## config.mk

```make
export PLATFORM = sky130hd
export DESIGN_NAME = irqPrioCtrl
export DESIGN_NICKNAME = d
export VERILOG_FILES = /design/src/rtl/irqPrioPkg.sv /design/src/rtl/irqPrioCtrl_ctrl.sv /design/src/rtl/irqPrioCtrl_dp.sv /design/src/rtl/irqPrioCtrl.sv
export SDC_FILE = /design/constraint.sdc
export NUM_CORES = 1
export LEC_CHECK = 0
export ABC_AREA = 1
export BUFFER_PORTS_ARGS = -buffer_cell sky130_fd_sc_hd__buf_2
export CAP_MARGIN = 15
export CORE_MARGIN = 5
export CORE_UTILIZATION = 42
export DETAILED_ROUTE_END_ITERATION = 16
export GPL_TIMING_DRIVEN = 0
export PLACE_DENSITY_LB_ADDON = 0.2
export RECOVER_POWER = 100
export SLEW_MARGIN = 20
export SYNTH_ARGS = -nofsm -noshare
export SYNTH_HDL_FRONTEND = slang
export SYNTH_HIERARCHICAL = 1
export SYNTH_SLANG_ARGS = --single-unit
export TNS_END_PERCENT = 10
```

## constraint.sdc

```tcl
create_clock -name clk -period 1.5 [get_ports clk]
set_input_delay 0.15 -clock clk [delete_from_list [all_inputs] [get_ports clk]]
set_output_delay 0.15 -clock clk [all_outputs]
set_load 0.02 [all_outputs]
```

## src/rtl/irqPrioPkg.sv

```systemverilog
package irqPrioPkg;
  localparam int NUM_SRC  = 5;
  localparam int VEC_W    = 16;
  localparam int VEC_BASE = 3;
  localparam int VEC_STEP = 8;
  localparam int NUM_EXT  = 2;
  localparam int LVL_W    = 2;

  typedef struct packed {
    logic               fire;
    logic               hiLevel;
    logic [NUM_SRC-1:0] grant;
    logic [NUM_SRC-1:0] clr;
  } irqStrobeT;

  function automatic logic [NUM_SRC-1:0] lowestSet(input logic [NUM_SRC-1:0] v);
    logic [NUM_SRC-1:0] r;
    r = '0;
    for (int i = 0; i < NUM_SRC; i++) begin
      if (v[i] && (r == '0)) r[i] = 1'b1;
    end
    return r;
  endfunction

  function automatic logic [VEC_W-1:0] vecOf(input int idx);
    return VEC_W'(VEC_BASE + VEC_STEP * idx);
  endfunction
endpackage

```

## src/rtl/irqPrioCtrl_ctrl.sv

```systemverilog
module irqPrioCtrl_ctrl
  import irqPrioPkg::*;
(
  input  logic               clk,
  input  logic               rstN,
  input  logic               globalEn,
  input  logic [NUM_SRC-1:0] srcEn,
  input  logic [NUM_SRC-1:0] srcHigh,
  input  logic               ext0Edge,
  input  logic               ext1Edge,
  input  logic               retPulse,
  input  logic [NUM_SRC-1:0] pendFlags,
  output irqStrobeT          strobe,
  output logic [LVL_W-1:0]   activeLvl
);
  logic [NUM_SRC-1:0] cand;
  logic [NUM_SRC-1:0] candHi;
  logic [NUM_SRC-1:0] candLo;
  logic [NUM_SRC-1:0] hwClr;
  logic [NUM_SRC-1:0] grant;

  always_comb begin
    cand   = pendFlags & srcEn & {NUM_SRC{globalEn}};
    candHi = cand & srcHigh;
    candLo = cand & ~srcHigh;
    grant  = '0;
    if (!retPulse) begin
      if ((candHi != '0) && !activeLvl[1])
        grant = lowestSet(candHi);
      else if ((candLo != '0) && (activeLvl == '0))
        grant = lowestSet(candLo);
    end
    hwClr          = {1'b0, 1'b1, ext1Edge, 1'b1, ext0Edge};
    strobe.fire    = |grant;
    strobe.hiLevel = |(grant & srcHigh);
    strobe.grant   = grant;
    strobe.clr     = grant & hwClr;
  end

  always_ff @(posedge clk) begin
    if (!rstN) begin
      activeLvl <= '0;
    end else if (retPulse) begin
      if (activeLvl[1]) activeLvl[1] <= 1'b0;
      else              activeLvl[0] <= 1'b0;
    end else if (strobe.fire) begin
      if (strobe.hiLevel) activeLvl[1] <= 1'b1;
      else                activeLvl[0] <= 1'b1;
    end
  end
endmodule

```

## src/rtl/irqPrioCtrl_dp.sv

```systemverilog
module irqPrioCtrl_dp
  import irqPrioPkg::*;
(
  input  logic               clk,
  input  logic               rstN,
  input  logic               ext0Pin,
  input  logic               ext1Pin,
  input  logic               ext0Edge,
  input  logic               ext1Edge,
  input  logic               tmr0Ovf,
  input  logic               tmr1Ovf,
  input  logic               rxDone,
  input  logic               txDone,
  input  irqStrobeT          strobe,
  output logic [NUM_SRC-1:0] pendFlags,
  output logic               vecStrobe,
  output logic [VEC_W-1:0]   vecAddr
);
  logic [NUM_EXT-1:0] extPin;
  logic [NUM_EXT-1:0] extEdge;
  logic [NUM_EXT-1:0] tmrOvf;
  logic [NUM_EXT-1:0] pinPrev;
  logic [NUM_SRC-1:0] flagsNext;
  logic [VEC_W-1:0]   vecNext;

  assign extPin  = {ext1Pin, ext0Pin};
  assign extEdge = {ext1Edge, ext0Edge};
  assign tmrOvf  = {tmr1Ovf, tmr0Ovf};

  always_comb begin
    flagsNext = pendFlags;
    for (int g = 0; g < NUM_EXT; g++) begin
      if (extEdge[g])
        flagsNext[2*g] = (pendFlags[2*g] & ~strobe.clr[2*g]) | (pinPrev[g] & ~extPin[g]);
      else
        flagsNext[2*g] = ~extPin[g];
      flagsNext[2*g+1] = (pendFlags[2*g+1] & ~strobe.clr[2*g+1]) | tmrOvf[g];
    end
    flagsNext[NUM_SRC-1] = rxDone | txDone;
  end

  always_comb begin
    vecNext = vecAddr;
    for (int i = 0; i < NUM_SRC; i++) begin
      if (strobe.grant[i]) vecNext = vecOf(i);
    end
  end

  always_ff @(posedge clk) begin
    if (!rstN) begin
      pinPrev   <= '1;
      pendFlags <= '0;
      vecStrobe <= 1'b0;
      vecAddr   <= '0;
    end else begin
      pinPrev   <= extPin;
      pendFlags <= flagsNext;
      vecStrobe <= strobe.fire;
      vecAddr   <= vecNext;
    end
  end
endmodule

```

## src/rtl/irqPrioCtrl.sv

```systemverilog
module irqPrioCtrl
  import irqPrioPkg::*;
(
  input  logic        clk,
  input  logic        rstN,
  input  logic        globalEn,
  input  logic [4:0]  srcEn,
  input  logic [4:0]  srcHigh,
  input  logic        ext0Pin,
  input  logic        ext1Pin,
  input  logic        ext0Edge,
  input  logic        ext1Edge,
  input  logic        tmr0Ovf,
  input  logic        tmr1Ovf,
  input  logic        rxDone,
  input  logic        txDone,
  input  logic        retPulse,
  output logic        vecStrobe,
  output logic [15:0] vecAddr,
  output logic [1:0]  activeLvl,
  output logic [4:0]  pendFlags
);
  irqStrobeT strobe;

  irqPrioCtrl_ctrl ctrl_i (
    .clk(clk), .rstN(rstN), .globalEn(globalEn), .srcEn(srcEn), .srcHigh(srcHigh),
    .ext0Edge(ext0Edge), .ext1Edge(ext1Edge), .retPulse(retPulse),
    .pendFlags(pendFlags), .strobe(strobe), .activeLvl(activeLvl)
  );

  irqPrioCtrl_dp dp_i (
    .clk(clk), .rstN(rstN), .ext0Pin(ext0Pin), .ext1Pin(ext1Pin),
    .ext0Edge(ext0Edge), .ext1Edge(ext1Edge), .tmr0Ovf(tmr0Ovf), .tmr1Ovf(tmr1Ovf),
    .rxDone(rxDone), .txDone(txDone), .strobe(strobe),
    .pendFlags(pendFlags), .vecStrobe(vecStrobe), .vecAddr(vecAddr)
  );
endmodule

```

# [After elaboration in Yosys (flattened, before gate mapping)]
# Cells that the tools add are included.
# Widths: inputs -> output; s select.
[classes] eq_ne=2 n_mux=44 bitwise=27 reduce_logical=29
[op_table] operator="$mux 1" n=36
[op_table] operator="$mux 6" n=5
[op_table] operator="$and 5x5->5" n=5
[op_table] operator="$mux 5" n=3
[op_table] operator="$reduce_bool 5->1" n=3
[op_table] operator="$logic_and 1x1->1" n=10
[op_table] operator="$reduce_or 5->1" n=2
[op_table] operator="$not 1->1" n=9
[op_table] operator="$logic_not 4->1" n=2
[op_table] operator="$and 1x1->1" n=6
[op_table] operator="$logic_not 2->1" n=3
[op_table] operator="$logic_not 3->1" n=2
[op_table] operator="$not 5->5" n=1
[op_table] operator="$or 1x1->1" n=5
[op_table] operator="$and 4x4->4" n=1
[op_table] operator="$ne 2x2->1 const B" n=2
[op_table] operator="$reduce_bool 4->1" n=1
[op_table] operator="$reduce_or 2->1" n=2
[op_table] operator="$reduce_and 3->1" n=1
[op_table] operator="$reduce_and 2->1" n=1
[op_table] operator="$reduce_bool 2->1" n=1
[op_table] operator="$logic_not 1->1" n=1
[word_totals] ff_bits=15 output_inout_bits=24

# [Longest topological paths before layout]
# Gate-level depths: netlist of run 1.
[depth] depth_word=37 depth_mapped=14 mapped_depth_nobuf=13

# [Cells and area by module]
# Netlist of run 1, hierarchy kept.
[modules_own_cells] module="irqPrioCtrl_ctrl" instances=1 cells_per_inst=94 area_per_inst_um2=551.8 seq_area_each_um2=40.0
[modules_own_cells] module="irqPrioCtrl_dp" instances=1 cells_per_inst=64 area_per_inst_um2=514.2 seq_area_each_um2=240.2

# [Worst setup path before layout of run 1]
# No wires, ideal clock.
[synth_timing] path_type="flip-flop to flip-flop" from="register dp_i.pendFlags[0]" to="register dp_i.vecAddr[1]" arrival_ps=1595 required_time_ps=1391 slack_ps=-203 stages_incl_launch_ff=13 n_path_buf=1 period_less_slack_ps=1703 path_cell_list="dfxtp_1 -> nand3_2 -> nor2_2 -> nor2_4 -> nand3_4 -> nand3_1 -> nand3_1 -> inv_1 -> buf_4 -> nor2_1 -> nand3_1 -> nand2_1 -> inv_1"
[synth_rtl] item="from (decl)" line_no="irqPrioCtrl_dp.sv:15" source="output logic [NUM_SRC-1:0] pendFlags,"
[synth_rtl] item="from (signal assigned)" line_no="irqPrioCtrl_dp.sv:57" source="pendFlags <= flagsNext;"
[synth_rtl] item="to (signal assigned)" line_no="irqPrioCtrl_dp.sv:59" source="vecAddr <= vecNext;"
[synth_rtl] item="to (decl)" line_no="irqPrioCtrl_dp.sv:17" source="output logic [VEC_W-1:0] vecAddr"

==> results of run 1 <==
==> state kept, by name (all words and copies together) (netlist names) <==
name              flops
ctrl_i/activeLvl      2
dp_i/pendFlags        5
dp_i/pinPrev          2
dp_i/vecAddr          4
dp_i/vecStrobe        1
==> timing repair <==
| action | 4_1_cts | 5_1_grt |
|---|---|---|
| pin swaps | 18 | 9 |
| cloned | 0 | 0 |
| gates resized for setup | 24 | 4 |
| endpoints found under the setup margin | 7 | 11 |
| setup buffers | 7 | 2 |
==> power by group <==
part | switching (uW) | internal [uW]
clock | 116 | 148
sequential | 20.7 | 401
combinational | 235 | 145
==> how the worst max path moves through the flow <==
stage                                  from  depth (start not counted)                          endpoint
2_1_floorplan  dp_i/pendFlags[1]$_SDFF_PN0_                         13      dp_i/vecAddr[1]$_SDFFE_PN0P_
3_3_place_gp   dp_i/pendFlags[1]$_SDFF_PN0_                         13      dp_i/vecAddr[1]$_SDFFE_PN0P_
3_5_place_dp   dp_i/pendFlags[2]$_SDFF_PN0_                         13      dp_i/vecAddr[1]$_SDFFE_PN0P_
4_1_cts        dp_i/pendFlags[2]$_SDFF_PN0_                         13  ctrl_i/activeLvl[0]$_SDFFE_PN0P_
5_1_grt        dp_i/pendFlags[1]$_SDFF_PN0_                         11      dp_i/vecAddr[5]$_SDFFE_PN0P_
6_report       dp_i/pendFlags[1]$_SDFF_PN0_                         11      dp_i/vecAddr[3]$_SDFFE_PP0P_
==> area by class of cell <==
cell class                      count  area, um^2
Buffer                             14         113
Tap cell                           30        37.5
Inverter                           27         101
Fill cell                         212         908
Clock buffer                        4        36.3
Sequential cell                    14         297
Multi-Input combinational cell    109         716
Timing Repair Buffer               42         224
==> critical path: cells and delay by family (launching register included) <==
| family | cells | cell delay (ps) |
|---|---|---|
| buffers and inverters | 1 | 130 |
| DFF | 1 | 360 |
| and+or+nand+nor | 8 | 770 |
| AOI/OAI and AO/OA | 2 | 220 |
==> placed cells by master (no fill, tap or decap), drive strengths merged <==
master,instances
nand2,24
nor2,27
a21oi,10
nand3b,1
o2111ai,1
clkinv,1
conb,11
o21ai,3
nand4,8
nand3,21
or2,2
inv,26
dfxtp,14
clkbuf,14
buf,46
a21boi,1
==> per-layer routing <==
layer,global-route usage,up-vias,part of all wire
met3,0.0216,2,0.058
met5,0,-,0
met4,0.0854,0,0.0055
met1,0.148,502,0.38
li1,-,584,-
met2,0.293,28,0.55
==> metrics by stage <==
stage	util	cells	area, um^2	TNS (ps)
3_5_place_dp	0.546	228	1330	-417
3_3_place_gp	0.546	228	1330	-287
6_report	0.627	240	1520	-435
4_1_cts	0.619	238	1510	-168
2_1_floorplan	-	165	1120	0
5_1_grt	0.627	240	1520	-1540
==> flow_summary.yaml, run 1 <==
outcome:
  status: "finished with violations"
  violations: "setup timing"
sta:
  slew_violations: 0
  min_period_over_period: 1.07
  skew_ps: 1.48
  timing.fmax_mhz: 625
  timing.final.ws_setup_ps: -98.9
  min_period_ps: 1600
  rsz0062_at_grt: "true"
  finalHoldViolCount: 0
  finalSetupViolations: 9
  whs_ps: 82.4
pwr:
  power.density_mw_per_mm2: 699
  leakage_uw: 0.000771
  report.power.total_uw: 1070
  ir_worst_vdd_mv: 0.730
floorplanning:
  core_area_mm2: 0.00243
  rows: 18
  die-area_mm2: 0.00360
  floorplan.initialDensity: 0.432
  io_pins: 46
  die_w_um: 60.0
  chipHeight_um: 60.0
synth:
  syn-cell-area_mm2: 0.00105
  syn_inst: 155
  postSynthAreaPerCell_um2: 6.78
  yosysWarnings: 6
clock_network:
  cts_sinks: 14
  hold_buffers: 0
  numCtsBuffers: 3
  clk_latency_ps: 270
  cts_max_level: 1
  clockBufferDepth: 2
  root_buffer: "clkbuf_4"
  cts_tree: "built"
  path_clk_slew_ps: 80
critical_path:
  r2r_slack_ps: -100
  worstSetupPathType: "reg -> reg"
  worst-r2r-cell-count: 11
  cp-end-kind: "register"
  start_kind: "register"
  critPathMaxFanout: 4
  slowest_stage: "dfxtp_4"
  worstPathRequired_ps: 1670
  r2r-start: "dp_i/pendFlags[1]$_SDFF_PN0_"
  r2r_end: "dp_i/vecAddr[3]$_SDFFE_PP0P_"
  arrival_ps: 1770
  slowest_delay_ps: 360
  crit_chain: "nand4_1 -> nand2_1 -> nor2_2 -> nand2_1 -> nor2_2 -> nand2_4 -> a21oi_4 -> buf_6 -> nor2_4 -> nand3_1 -> a21oi_2"
routing:
  routed_wl_mm: 2.72
  routedWlPerCell_um: 11.4
  drt_iter0_drc: 31
  drc_errors: 0
  firstDrtPassIters: 4
  via_per_inst: 4.65
  vias: 1116
  detail-route-antenna-nets: 0
run:
  max_cap_violations: 0
layout:
  diodes: 0
  area.growth.synth_to_final_pct: 45.0
  drive_above_1_share: 0.467
  fin_nets: 233
grt:
  grt_pass1_wl_mm: 4.13
  grt_usage: 0.151
  grt_max_degree: 11
  globalRoute.totalOverflow: 0
  grt_pass1_vias: 1036
  antenna_found_initial: 0
min_path:
  min_path_cells: 3
  holdPathEnd: "dp_i/pendFlags[1]$_SDFF_PN0_"
  worstHoldStart: "tmr0Ovf"
  hold_class: "in -> reg"
place:
  post-place-ws_ps: -98.6
  numPortBuffers: 33
  dp_hpwl_mm: 2.08
  gp_congestion: 0.789
No activity file was read; power rests on OpenSTA's default activity.
==> run 2: changes to the inputs <==
--- a/config.mk
+++ b/config.mk
@@ -9,7 +9,8 @@
 export BUFFER_PORTS_ARGS = -buffer_cell sky130_fd_sc_hd__buf_2
 export CAP_MARGIN = 15
 export CORE_MARGIN = 5
-export CORE_UTILIZATION = 42
+export CORE_UTILIZATION = 45
+export CTS_CLUSTER_SIZE = 16
 export DETAILED_ROUTE_END_ITERATION = 16
 export GPL_TIMING_DRIVEN = 0
 export PLACE_DENSITY_LB_ADDON = 0.2
@@ -19,4 +20,3 @@
 export SYNTH_HDL_FRONTEND = slang
 export SYNTH_HIERARCHICAL = 1
 export SYNTH_SLANG_ARGS = --single-unit
-export TNS_END_PERCENT = 10
==> constraint.sdc (replaced) <==
create_clock -name clk -period 2 [get_ports clk]
set_input_delay 0.2 -clock clk [delete_from_list [all_inputs] [get_ports clk]]
set_output_delay 0.2 -clock clk [all_outputs]
set_load 0.02 [all_outputs]
==> run 2 against run 1 <==
  * The run now ends clean
  * Core utilization down 4.2 points
  * Setup slack better by 320 ps
  * Non-clock buffer count down 8
  * Via count down 3.5%
  * Worst hold slack better by 45 ps
  * Combinational power down 37%
  * Wire length down 11%
  * Maximum frequency down 9.9%
  * Critical path depth unchanged
  * Total power down 29%
==> flow_summary.yaml, run 2 (synthesized netlist as in run 1, its figures left out) <==
critical_path:
  r2r_slack_ps: 220
  worstPathRequired_ps: 2170
  r2r-start: "dp_i/pendFlags[0]$_SDFF_PN0_"
  r2r_end: "dp_i/vecAddr[5]$_SDFFE_PN0P_"
  critPathMaxFanout: 4
  arrival_ps: 1940
  worstSetupPathType: "reg -> reg"
  worst-r2r-cell-count: 11
  start_kind: "register"
  cp-end-kind: "register"
routing:
  drc_errors: 0
  vias: 1077
  drt_iter0_drc: 7
  routed_wl_mm: 2.42
  via_per_inst: 4.68
  detail-route-antenna-nets: 0
  firstDrtPassIters: 4
  routedWlPerCell_um: 10.5
sta:
  finalSetupViolations: 0
  skew_ps: 5.35
  timing.fmax_mhz: 563
  finalHoldViolCount: 0
  min_period_ps: 1780
  setup_tns_ps: 0
  rsz0062_at_grt: "false"
  min_period_over_period: 0.888
  slew_violations: 0
pwr:
  ir_worst_vdd_mv: 0.564
  leakage_uw: 0.000711
  power.density_mw_per_mm2: 584
min_path:
  worstHoldStart: "tmr1Ovf"
  holdPathEnd: "dp_i/pendFlags[3]$_SDFF_PN0_"
  hold_class: "in -> reg"
  min_path_cells: 3
place:
  dp_hpwl_mm: 2.06
  dp_cells: 226
  numPortBuffers: 33
  gp_congestion: 0.833
layout:
  diodes: 0
  final_cells: 230
  regMostFlops: "dp_i/pendFlags"
  num-fill-cells: 249
  largest_reg_flops: 5
  reg.largest.list: "dp_i/pendFlags (5), dp_i/vecAddr (4)"
  seq_area_um2: 280
  drive_above_1_share: 0.287
  area.growth.synth_to_final_pct: 23.0
  fin_nets: 225
  multi_input_comb_area_um2: 576
  layout_common_cells: "inv_1 (26), nand2_1 (21), nor2_1 (20)"
  layout_commonest_cell: "inv_1"
clock_network:
  clockBufferDepth: 2
  clk_latency_ps: 280
  cts_max_level: 1
  numCtsBuffers: 3
  hold_buffers: 0
  cts_tree: "built"
  cts_sinks: 14
  path_clk_slew_ps: 80
  cts_setup_buffers: 0
  root_buffer: "clkbuf_4"
  cts-resized-gates: 0
grt:
  grt_pass1_vias: 1021
  grt_usage: 0.144
  grt_max_degree: 11
  grt_pass1_wl_mm: 3.93
  antenna_found_initial: 0
  globalRoute.totalOverflow: 0
floorplanning:
  floorplan.initialDensity: 0.475
  core_area_mm2: 0.00221
  rows: 17
  die_w_um: 58.3
  chipHeight_um: 58.3
  io_pins: 46
  die-area_mm2: 0.00340
outcome:
  status: "completed"
run:
  max_cap_violations: 0
run 2: changes by cell type in the layout (fill, tap and decap cells not counted), sizes merged:
cell / before / now
buf: 46 / 34
clkbuf: 14 / 18
run 2: layout make-up:
class                           instances  area share
Inverter                               27      0.0784
Clock buffer                            4      0.0281
Multi-Input combinational cell        109       0.445
Buffer                                 15      0.0900
Tap cell                               28      0.0271
Timing Repair Buffer                   33       0.114
Sequential cell                        14       0.217
run 2: critical path: stages, from the launching register on:
cell and delay [ps]:
dfxtp_1 360, nand4_1 170, nand2_1 70, nor2_1 170, nand2_1 70, nor2_1 120
nand2_2 60, a21oi_1 280, buf_4 180, nor2_1 70, nand3_1 70, a21oi_1 60
run 2: per-layer routing:
layer / wire length [um] / GRT usage
met1: 1060 / 0.167
met2: 1220 / 0.268
met3: 116 / 0.0175
met4: 28 / 0.0497
met5: 0 / 0
run 2: worst max-delay path by stage:
| stage | startpoint | end | slack (ps) | cells past startpoint |
|---|---|---|---|---|
| 2_1_floorplan | dp_i/pendFlags[0]$_SDFF_PN0_ | dp_i/vecAddr[1]$_SDFFE_PN0P_ | 300 | 12 |
| 3_3_place_gp | dp_i/pendFlags[0]$_SDFF_PN0_ | dp_i/vecAddr[1]$_SDFFE_PN0P_ | 270 | 12 |
| 3_5_place_dp | dp_i/pendFlags[2]$_SDFF_PN0_ | dp_i/vecAddr[1]$_SDFFE_PN0P_ | 250 | 12 |
| 4_1_cts | dp_i/pendFlags[2]$_SDFF_PN0_ | dp_i/vecAddr[3]$_SDFFE_PP0P_ | 230 | 11 |
| 5_1_grt | dp_i/pendFlags[0]$_SDFF_PN0_ | dp_i/vecAddr[1]$_SDFFE_PN0P_ | 10 | 12 |
| 6_report | dp_i/pendFlags[0]$_SDFF_PN0_ | dp_i/vecAddr[5]$_SDFFE_PN0P_ | 220 | 11 |
run 2: stage by stage:
stage               setup WS (ps)  utilization  total power (uW)  instance area, um^2  hold slack, ps
finish                        225        0.584               754                 1290             128
global route                 10.0        0.584               805                 1290             122
CTS                           230        0.599               772                 1330             121
detailed placement            247        0.583               571                 1290             412
global placement              271        0.583               567                 1290             405
floorplan                     297            -               501                 1090             293
run 2: power breakdown:
group / leakage, uW / switching (uW) / internal (uW)
sequential: 0.000116 / 15.7 / 301
clock: 0.0000210 / 88.7 / 111
combinational: 0.000574 / 150 / 88.0
total: 0.000711 / 254 / 500
